--- config.mk ---
export PLATFORM = sky130hd
export DESIGN_NAME = cfgport
export DESIGN_NICKNAME = d
export VERILOG_FILES = /design/src/rtl/cfgport_pkg.sv /design/src/rtl/cfgport_strobe.sv /design/src/rtl/cfgport_decode.sv /design/src/rtl/cfgport_regfile.sv /design/src/rtl/cfgport.sv
export SDC_FILE = /design/constraint.sdc
export NUM_CORES = 1
export LEC_CHECK = 0
export BUFFER_PORTS_ARGS = -buffer_cell sky130_fd_sc_hd__buf_2
export CAP_MARGIN = 30
export CORE_MARGIN = 2
export CORE_UTILIZATION = 61
export CTS_BUF_LIST = sky130_fd_sc_hd__clkbuf_16
export DETAILED_ROUTE_END_ITERATION = 7
export MAX_ROUTING_LAYER = met4
export PLACE_DENSITY = 0.91
export SETUP_SLACK_MARGIN = 0.15
export SYNTH_ARGS = -nofsm -noshare
export SYNTH_HDL_FRONTEND = slang
export SYNTH_SLANG_ARGS = --single-unit
--- constraint.sdc ---
create_clock -name clk -period 3.4 [get_ports clk]
set_clock_uncertainty 0.05 [all_clocks]
set_input_delay 0.51 -clock clk [delete_from_list [all_inputs] [get_ports clk]]
set_output_delay 0.51 -clock clk [all_outputs]
set_load 0.03 [all_outputs]
--- src/rtl/cfgport_pkg.sv ---
package cfgport_pkg;
  localparam int VAL_W = 7;

  typedef logic [VAL_W-1:0] cfg_val_t;

  typedef struct packed {
    logic     err;
    cfg_val_t val;
  } rb_word_t;

  // Reset contents of register k.
  function automatic cfg_val_t reset_value(input int unsigned k);
    return cfg_val_t'((k * 37 + 5) % 128);
  endfunction
endpackage

--- src/rtl/cfgport_strobe.sv ---
module cfgport_strobe (
  input  logic clk,
  input  logic rst_n,
  input  logic wr_n,
  output logic wr_rise
);
  logic prev_q, prev_d;

  always_comb prev_d = wr_n;

  always_ff @(posedge clk or negedge rst_n) begin
    if (!rst_n) prev_q <= 1'b1;
    else        prev_q <= prev_d;
  end

  assign wr_rise = wr_n & ~prev_q;
endmodule

--- src/rtl/cfgport_decode.sv ---
module cfgport_decode #(
  parameter int          NUM_REGS  = 8,
  parameter logic [7:0]  ADDR_BASE = 8'h88,
  localparam int         IDX_W     = (NUM_REGS > 1) ? $clog2(NUM_REGS) : 1
) (
  input  logic [7:0]       word,
  output logic             hit,
  output logic [IDX_W-1:0] idx
);
  localparam logic [8:0] LIMIT = 9'(NUM_REGS);
  logic [7:0] offset;

  always_comb begin
    offset = word - ADDR_BASE;
    hit    = word[7] && ({1'b0, offset} < LIMIT);
    idx    = offset[IDX_W-1:0];
  end
endmodule

--- src/rtl/cfgport_regfile.sv ---
module cfgport_regfile
  import cfgport_pkg::*;
#(
  parameter int  NUM_REGS = 8,
  localparam int IDX_W    = (NUM_REGS > 1) ? $clog2(NUM_REGS) : 1
) (
  input  logic                      clk,
  input  logic                      rst_n,
  input  logic                      we,
  input  logic [IDX_W-1:0]          widx,
  input  cfg_val_t                  wval,
  output logic [NUM_REGS*VAL_W-1:0] regs_flat
);
  for (genvar k = 0; k < NUM_REGS; k++) begin : g_reg
    cfg_val_t q, d;
    logic     en;

    always_comb begin
      en = we && (widx == IDX_W'(k));
      d  = en ? wval : q;
    end

    always_ff @(posedge clk or negedge rst_n) begin
      if (!rst_n) q <= reset_value(k);
      else        q <= d;
    end

    assign regs_flat[k*VAL_W +: VAL_W] = q;
  end
endmodule

--- src/rtl/cfgport.sv ---
module cfgport
  import cfgport_pkg::*;
#(
  parameter int         NUM_REGS  = 8,
  parameter logic [7:0] ADDR_BASE = 8'h88,
  parameter logic [1:0] CFG_MODE  = 2'b11
) (
  input  logic       clk,
  input  logic       rst_n,
  input  logic       cs_n,
  input  logic       rd_n,
  input  logic       wr_n,
  input  logic [1:0] mode,
  input  logic [7:0] din,
  output logic [7:0] dout,
  output logic       dout_oe
);
  localparam int IDX_W = (NUM_REGS > 1) ? $clog2(NUM_REGS) : 1;

  logic                      wr_rise;
  logic                      dec_hit;
  logic [IDX_W-1:0]          dec_idx;
  logic [NUM_REGS*VAL_W-1:0] regs_flat;
  cfg_val_t                  rd_val;
  logic                      port_on, take, we;

  logic             pend_v_q, pend_v_d;
  logic [IDX_W-1:0] pend_idx_q, pend_idx_d;
  logic             last_v_q, last_v_d;
  cfg_val_t         last_val_q, last_val_d;
  rb_word_t         rb_q, rb_d;

  cfgport_strobe u_strobe (
    .clk     (clk),
    .rst_n   (rst_n),
    .wr_n    (wr_n),
    .wr_rise (wr_rise)
  );

  cfgport_decode #(.NUM_REGS(NUM_REGS), .ADDR_BASE(ADDR_BASE)) u_decode (
    .word (din),
    .hit  (dec_hit),
    .idx  (dec_idx)
  );

  cfgport_regfile #(.NUM_REGS(NUM_REGS)) u_regs (
    .clk       (clk),
    .rst_n     (rst_n),
    .we        (we),
    .widx      (pend_idx_q),
    .wval      (din[VAL_W-1:0]),
    .regs_flat (regs_flat)
  );

  // Contents of the register named by the byte on the bus.
  always_comb begin
    rd_val = '0;
    for (int k = 0; k < NUM_REGS; k++) begin
      if (dec_idx == IDX_W'(k)) rd_val = regs_flat[k*VAL_W +: VAL_W];
    end
  end

  assign port_on = !cs_n && (mode == CFG_MODE);
  assign take    = wr_rise && port_on && rd_n;

  // Next-state logic for the address and data phases.
  always_comb begin
    pend_v_d   = pend_v_q;
    pend_idx_d = pend_idx_q;
    last_v_d   = last_v_q;
    last_val_d = last_val_q;
    rb_d       = rb_q;
    we         = 1'b0;
    if (take) begin
      if (din[7]) begin
        pend_v_d = dec_hit;
        if (dec_hit) begin
          pend_idx_d = dec_idx;
          rb_d.val   = rd_val;
          rb_d.err   = last_v_q && (rd_val != last_val_q);
        end
      end else if (pend_v_q) begin
        we         = 1'b1;
        pend_v_d   = 1'b0;
        last_v_d   = 1'b1;
        last_val_d = din[VAL_W-1:0];
      end
    end
  end

  always_ff @(posedge clk or negedge rst_n) begin
    if (!rst_n) begin
      pend_v_q   <= 1'b0;
      pend_idx_q <= '0;
      last_v_q   <= 1'b0;
      last_val_q <= '0;
      rb_q       <= '0;
    end else begin
      pend_v_q   <= pend_v_d;
      pend_idx_q <= pend_idx_d;
      last_v_q   <= last_v_d;
      last_val_q <= last_val_d;
      rb_q       <= rb_d;
    end
  end

  assign dout_oe = port_on && !rd_n;
  assign dout    = dout_oe ? {rb_q.err, rb_q.val} : 8'h00;
endmodule

==> results of run 1 <==
path summary, 6_finish.rpt:
path | slack, ps | endpoint | start
setup reg to reg | 1190 | u_regs.g_reg[3].q[0] | u_strobe.prev_q
hold reg to reg | 430 | last_v_q | last_v_q
min in group asynchronous | 480 | last_val_q[1] | rst_n
max in group asynchronous | 2220 | u_regs.g_reg[5].q[5] | rst_n
setup / recovery | 870 | rb_q[7] | din[0]
hold / removal | 240 | u_strobe.prev_q | wr_n
area by class of cell:
class | count | area [sq um]
clock inverters | 7 | 33.8
inverters | 11 | 41.3
well taps | 77 | 96.3
flip-flops and latches | 77 | 1960
multi-input cells | 213 | 1890
repair buffers | 27 | 170
clock buffers | 9 | 225
fillers | 431 | 1930
layer usage:
metal,wire length (microns),vias to the layer above,GRT usage [%]
met2,4170,125,40.2
li1,-,1212,-
met5,0,-,-
met4,189,0,9.96
met1,3690,1364,36.4
met3,603,18,5.16
through the flow:
step	setup WS, ps	power [W]	hold slack (ps)
finish	873	0.00187	238
global route	666	0.00195	235
CTS	933	0.00188	231
detailed placement	590	0.00104	418
global placement	661	0.00104	398
floorplan	1140	0.00100	164
registers in the layout, summed over array words and instances (netlist names):
signal           cells
last_v_q             1
last_val_q           7
pend_idx_q           3
pend_v_q             1
rb_q                 8
u_regs.g.q          56
u_strobe.prev_q      1
power by group:
group	leakage, nW	switching (W)	internal [W]	total (W)
Clock	0.131	0.000362	0.000482	0.000844
Sequential	0.948	0.00000303	0.000923	0.000926
Combinational	1.03	0.0000718	0.0000332	0.000105
worst max-delay path, delay by kind of cell:
kind                   cells  cell delay, ps
buffers and inverters      2             850
AOI/OAI and AO/OA          4             930
and+or+nand+nor            1             380
layout by cell type (no fill, tap or decap), types with 2 or more instances in the layout:
cell       instances
nand4_1            2
a211oi_1           3
a22o_1             2
and2_1             9
a211o_1            2
nand3b_4           3
nor3_1             3
nor2_1             7
nand4b_1           6
clkinv_1           3
nor2b_1            6
a31oi_1            4
clkinv_2           3
o31a_1             3
and4b_1            2
xor2_1             3
mux4_2             7
o2111ai_1          2
o31ai_1            3
nand3_1            6
dfrtp_1           49
mux2i_1            9
dfstp_2           28
a2bb2oi_1          3
a21oi_1           11
inv_1             11
mux2_2            65
nand2b_1           5
o21ai_0           11
nand2_1           14
a21o_1             2
buf_4              3
clkbuf_16          9
buf_2             22
cell families after synthesis:
kind of cell             after synthesis  synth area share (%)
multiplexers                          81                  24.4
flip-flops                            77                  48.9
AND/OR/NAND/NOR                       74                  12.6
AO/OA/AOI/OAI                         53                  8.96
buffers and inverters                 35                  3.93
XOR/XNOR                               4                 0.874
adder cells (fa/ha/maj)                1                 0.312
timing repair:
item / CTS / global route
endpoints found under the setup margin: 0 / 0
resized for setup: 0 / 0
endpoints found under the hold margin: 0 / 5
hold buffers: 0 / 1
==> summary.txt, run 1 <==
Floorplan
  – Die height: 85.1 microns
  – Starting Density: about 63%
  – Site row count: 29
  – Core box area: 6350 sq um
  – IO Pins: 24
  – Die Wd: roughly 85 microns
  – Die footprint: 7240 sq um

Logic synthesis
  – Ys Warns: 0
  – Commonest cells post-synth: mux2_2, dfrtp_1, dfstp_2, nand2_1
  – Synth unique cells: 53
  – Top FF cell, synth: dfrtp_1
  – Top-area cell type share of the netlist area: 30.6%
  – Post-synth ARST share: 100%
  – Post-synth EDFFs: 0
  – Post-synthesis sequential area ratio: 48.9%
  – Count leader, synth: mux2_2
  – Synth Area per Inst: 12.3 sq um
  – Area leader, netlist: dfrtp_1
  – Synthesized flop and latch total: 77
  – Mapped Area: 4010 sq um
  – Largest cells by area after synthesis: dfrtp_1, dfstp_2, mux2_2, mux4_2, mux2i_1
  – Mapped Cells: 325
  – Mapped Nets: 341

Final layout
  – Synthesis-to-finish area growth: 10.2%
  – Share of cells above drive strength 1: 43.3%
  – Antenna diodes: 0
  – Final std cells w/o fill: 421
  – Final nets: 355
  – Design area: around 4400 sq um
  – Final core occ: 69.6%

Clocking
  – Htree depth: 3
  – Clock Sinks: 77
  – CTS buffer count: 9
  – Clock slew at reported path FFs: 50 ps
  – CTS root buf: clkbuf_16
  – CTS tree: done
  – Clock buffer depth: 2
  – Post-CTS Setup Inserts: 0
  – Insertion delay of the later-clocked pin in the worst-skew pair: 340 ps

Worst setup path
  – CP cell instances: buf_2 -> inv_1 -> o21a_1 -> or3_1 -> o2111ai_1 -> o2111ai_1 -> o31a_1
  – Critical path class: primary input to flip-flop
  – CP endpoint kind: flip-flop
  – CP max FO: 35
  – CP required: 3570 ps
  – Arr. time, crit path: 2690 ps
  – Slowest CP cell: buf_2
  – CP most frequent cell: o2111ai_1
  – Cell count of the worst reg-to-reg path: 4
  – Slowest stage delay, CP: roughly 600 ps
  – CP Launch Type: primary input

Route
  – Routed wire per std cell: 20.6 microns
  – Residual DRC count: 0
  – Vias: ~2.7k
  – Detail Route Antenna Nets: 0
  – Initial DRT Pass Iterations: 5
  – DR iter-0 viols: 299
  – Final wirelength: 8.66 mm
  – Vias per std cell: ~6.5

Timing
  – Fmax: 396 MHz
  – Slew @ Worst Pin: a little under 800 ps
  – Final Cycle Share: between 70% and 80%
  – # setup viols final: 0
  – Pins Over Slew Limit: 0
  – Final hold vios: 0
  – Setup TNS: 0 ps
  – RSZ-0062 raised after global routing: false
  – Slew headroom: 47.4%
  – Period minus WS final: 2530 ps

Global routing
  – Grt ovf: 0
  – First-pass GRT wire length: approximately 14 mm
  – GRT Util Overall: 26.7%
  – Vias in the first global route: 2,669
  – Largest net degree at the start of global routing: 78
  – Initial antenna violation count: 0

Pwr
  – Worst vdd ir: 0.383 mV
  – Pwr dens: 424 nW/um^2
  – Leak: about 2.1 nW

Placement
  – Post-placement cell area: 4120 sq um
  – Global placer's final weighted congestion: 0.998
  – Placed Cells incl. Taps: 403
  – Port-buffer cells: 23
  – Estimated wirelength of the detail-placed design: 5.54 mm

Min path
  – WHS Path Cells: 1
  – Hold Path Class: primary input to flip-flop

Job
  – Max cap viols: 0

Status
  – Run status: complete, no violations
(Power assumes the default switching activity.)
==> run 2: changes to the inputs <==
Settings changed: CORE_UTILIZATION 61 to 55, PLACE_DENSITY 0.91 to 0.87.
Clock period 3.4 ns to 2.15 ns, I/O delays scaled along.
==> run 2 against run 1 <==
Effect of this change: final cell count rose by 15%; register-to-register slack got worse by 1100 ps; routed wire length increased by 11%; largest cell class is now multi-input gates.
==> summary.txt, run 2 (synthesis gave the netlist of run 1 again) <==
Status
  – Run status: complete, no violations

Route
  – Initial DRT Pass Iterations: 5 (unchanged)
  – Detail Route Antenna Nets: 0 (unchanged)
  – Final wirelength: 9.57 mm (+11%)
  – Vias: 2,892 (+6.4%)
  – DR iter-0 viols: 283 (-5.4%)
  – Vias per std cell: 5.96 (-7.7%)
  – Routed wire per std cell: 19.7 microns (-4.1%)
  – Residual DRC count: 0 (unchanged)

Global routing
  – First-pass GRT wire length: 14.9 mm (+6.2%)
  – Met1 Usage GRT: 31.4% (-5.1 points)
  – Grt ovf: 0 (unchanged)
  – Initial antenna violation count: 0 (unchanged)
  – Largest net degree at the start of global routing: 49 (-37%)
  – Top Usage Layer GRT: met2
  – Vias in the first global route: 3,024 (+13%)
  – GR Util met3: 4.06% (-1.1 points)
  – GRT Util Overall: 25.9% (-0.81 points)
  – Met2 Use GR: 43.6% (+3.4 points)

Worst setup path
  – Slowest CP cell: dfstp_2
  – Critical path class: flip-flop to flip-flop
  – Crit path buf inv count: 2 (unchanged)
  – Slowest stage delay, CP: 360 ps (-240 ps)
  – Arr. time, crit path: 2180 ps (-510 ps)
  – CP max FO: 7 (-80%)
  – CP required: 2320 ps (-1250 ps)
  – CP Launch Type: flip-flop
  – CP most frequent cell: buf_6
  – CP cell instances: or3_4 -> nor3b_4 -> buf_6 -> and4_1 -> buf_6 -> mux2_4
  – R2r setup slk: 130 ps (-1060 ps)
  – Top Family by Delay on Critical Path: simple AND/OR/NAND/NOR gates
  – CP endpoint kind: flip-flop

Pwr
  – Worst vdd ir: 0.397 mV (+3.6%)
  – Leak: 2.37 nW (+12%)
  – Pwr dens: 610 nW/um^2 (+44%)
  – Final Power: 0.00301 W (+61%)

Min path
  – Hold Path Class: primary input to flip-flop

Final layout
  – Most common cell after layout, fill and taps aside: dfrtp_1
  – Max reg flops: 56 (unchanged)
  – Share of cells above drive strength 1: 51.6% (+8.2 points)
  – Design area: 4930 sq um (+12%)
  – Commonest non-fill, non-tap cells in the layout: dfrtp_1, mux2_2, buf_4
  – Antenna diodes: 0 (unchanged)
  – Biggest regs: u_regs.g.q: 56 flops, rb_q: 8 flops, last_val_q: 7 flops
  – Final nets: 397 (+12%)
  – Synthesis-to-finish area growth: 23.1%
  – Reg with most FFs: u_regs.g.q
  – Final core occ: 69.1% (-0.45 points)

Clocking
  – CTS buffer count: 9 (unchanged)
  – CTS root buf: clkbuf_16
  – Clock slew at reported path FFs: 60 ps (about the same)
  – CTS tree: done
  – Post-CTS Setup Inserts: 0 (unchanged)
  – Htree depth: 3 (unchanged)
  – Clock Sinks: 77 (unchanged)
  – Insertion delay of the later-clocked pin in the worst-skew pair: 330 ps (about the same)
  – Clock buffer depth: 2 (unchanged)

Placement
  – Estimated wirelength of the detail-placed design: 6.41 mm (+16%)
  – Post-placement cell area: 4530 sq um (+9.9%)
  – Global placer's final weighted congestion: 0.867 (-13%)
  – Port-buffer cells: 23 (unchanged)

Job
  – Max cap viols: 0 (unchanged)

Floorplan
  – IO Pins: 24 (unchanged)
  – Site row count: 31 (+6.9%)
  – Die height: 89.4 microns (+5.1%)
  – Starting Density: 56.2% (-7.0 points)
  – Die Wd: 89.4 microns (+5.1%)
  – Die footprint: 7990 sq um (+10%)
  – Core box area: 7140 sq um (+12%)

Timing
  – # setup viols final: 0 (unchanged)
  – Period minus WS final: 2020 ps
  – Setup TNS: 0 ps (unchanged)
  – Final Cycle Share: between 90% and 100%
  – Final hold vios: 0 (unchanged)
  – Fmax: just under 500 MHz
  – Slew headroom: 72.7% (+25 points)
  – Slew @ Worst Pin: 405 ps (-384 ps)
  – RSZ-0062 raised after global routing: true
  – Pins Over Slew Limit: 0 (unchanged)
==> run 2: layout make-up <==
type,instances,area (sq um)
Inverter,11,41.3
Clock buffer,9,225
Multi-Input combinational cell,213,2020
Timing Repair Buffer,69,531
Tap cell,99,124
Clock inverter,7,35.0
Sequential cell,77,1960
Fill cell,508,2200
==> run 2: what timing repair did <==
action,in CTS,in global routing
resized for setup,6,29
endpoints found under the setup margin,24,47
hold endpoints to repair,19,0
pin swaps,2,4
hold buffers,1,0
==> run 2: worst paths after layout <==
check	from	to	depth (start not counted)
max in group asynchronous	rst_n	u_regs.g_reg[2].q[1]	3
setup / recovery	u_strobe.prev_q	u_regs.g_reg[7].q[2]	6
min in group asynchronous	rst_n	u_regs.g_reg[6].q[2]	2
hold / removal	wr_n	u_strobe.prev_q	1
setup reg to reg	u_strobe.prev_q	u_regs.g_reg[7].q[2]	6
hold reg to reg	last_v_q	last_v_q	1
==> run 2: through the flow <==
| step | cells | setup WS [ps] | hold slack [ps] |
|---|---|---|---|
| final | 485 | 133 | 50.6 |
| after global routing | 485 | 81.0 | 49.3 |
| after CTS | 485 | 124 | 45.8 |
| after detailed placement | 468 | -121 | 226 |
| after global placement | 468 | -50.3 | 224 |
| after floorplan | 325 | 155 | -23.1 |
==> run 2: metal layers <==
| layer | up-vias | share of wire [%] |
|---|---|---|
| met4 | 0 | 1.9 |
| met5 | - | 0 |
| met3 | 20 | 4.8 |
| met2 | 95 | 51 |
| met1 | 1481 | 43 |
| li1 | 1296 | - |
==> run 2: where the power goes <==
part / switching [W] / leakage [nW] / internal, W
Combinational: 0.000130 / 1.29 / 0.0000841
Sequential: 0.00000514 / 0.948 / 0.00146
Clock: 0.000568 / 0.134 / 0.000764
Total: 0.000704 / 2.37 / 0.00231
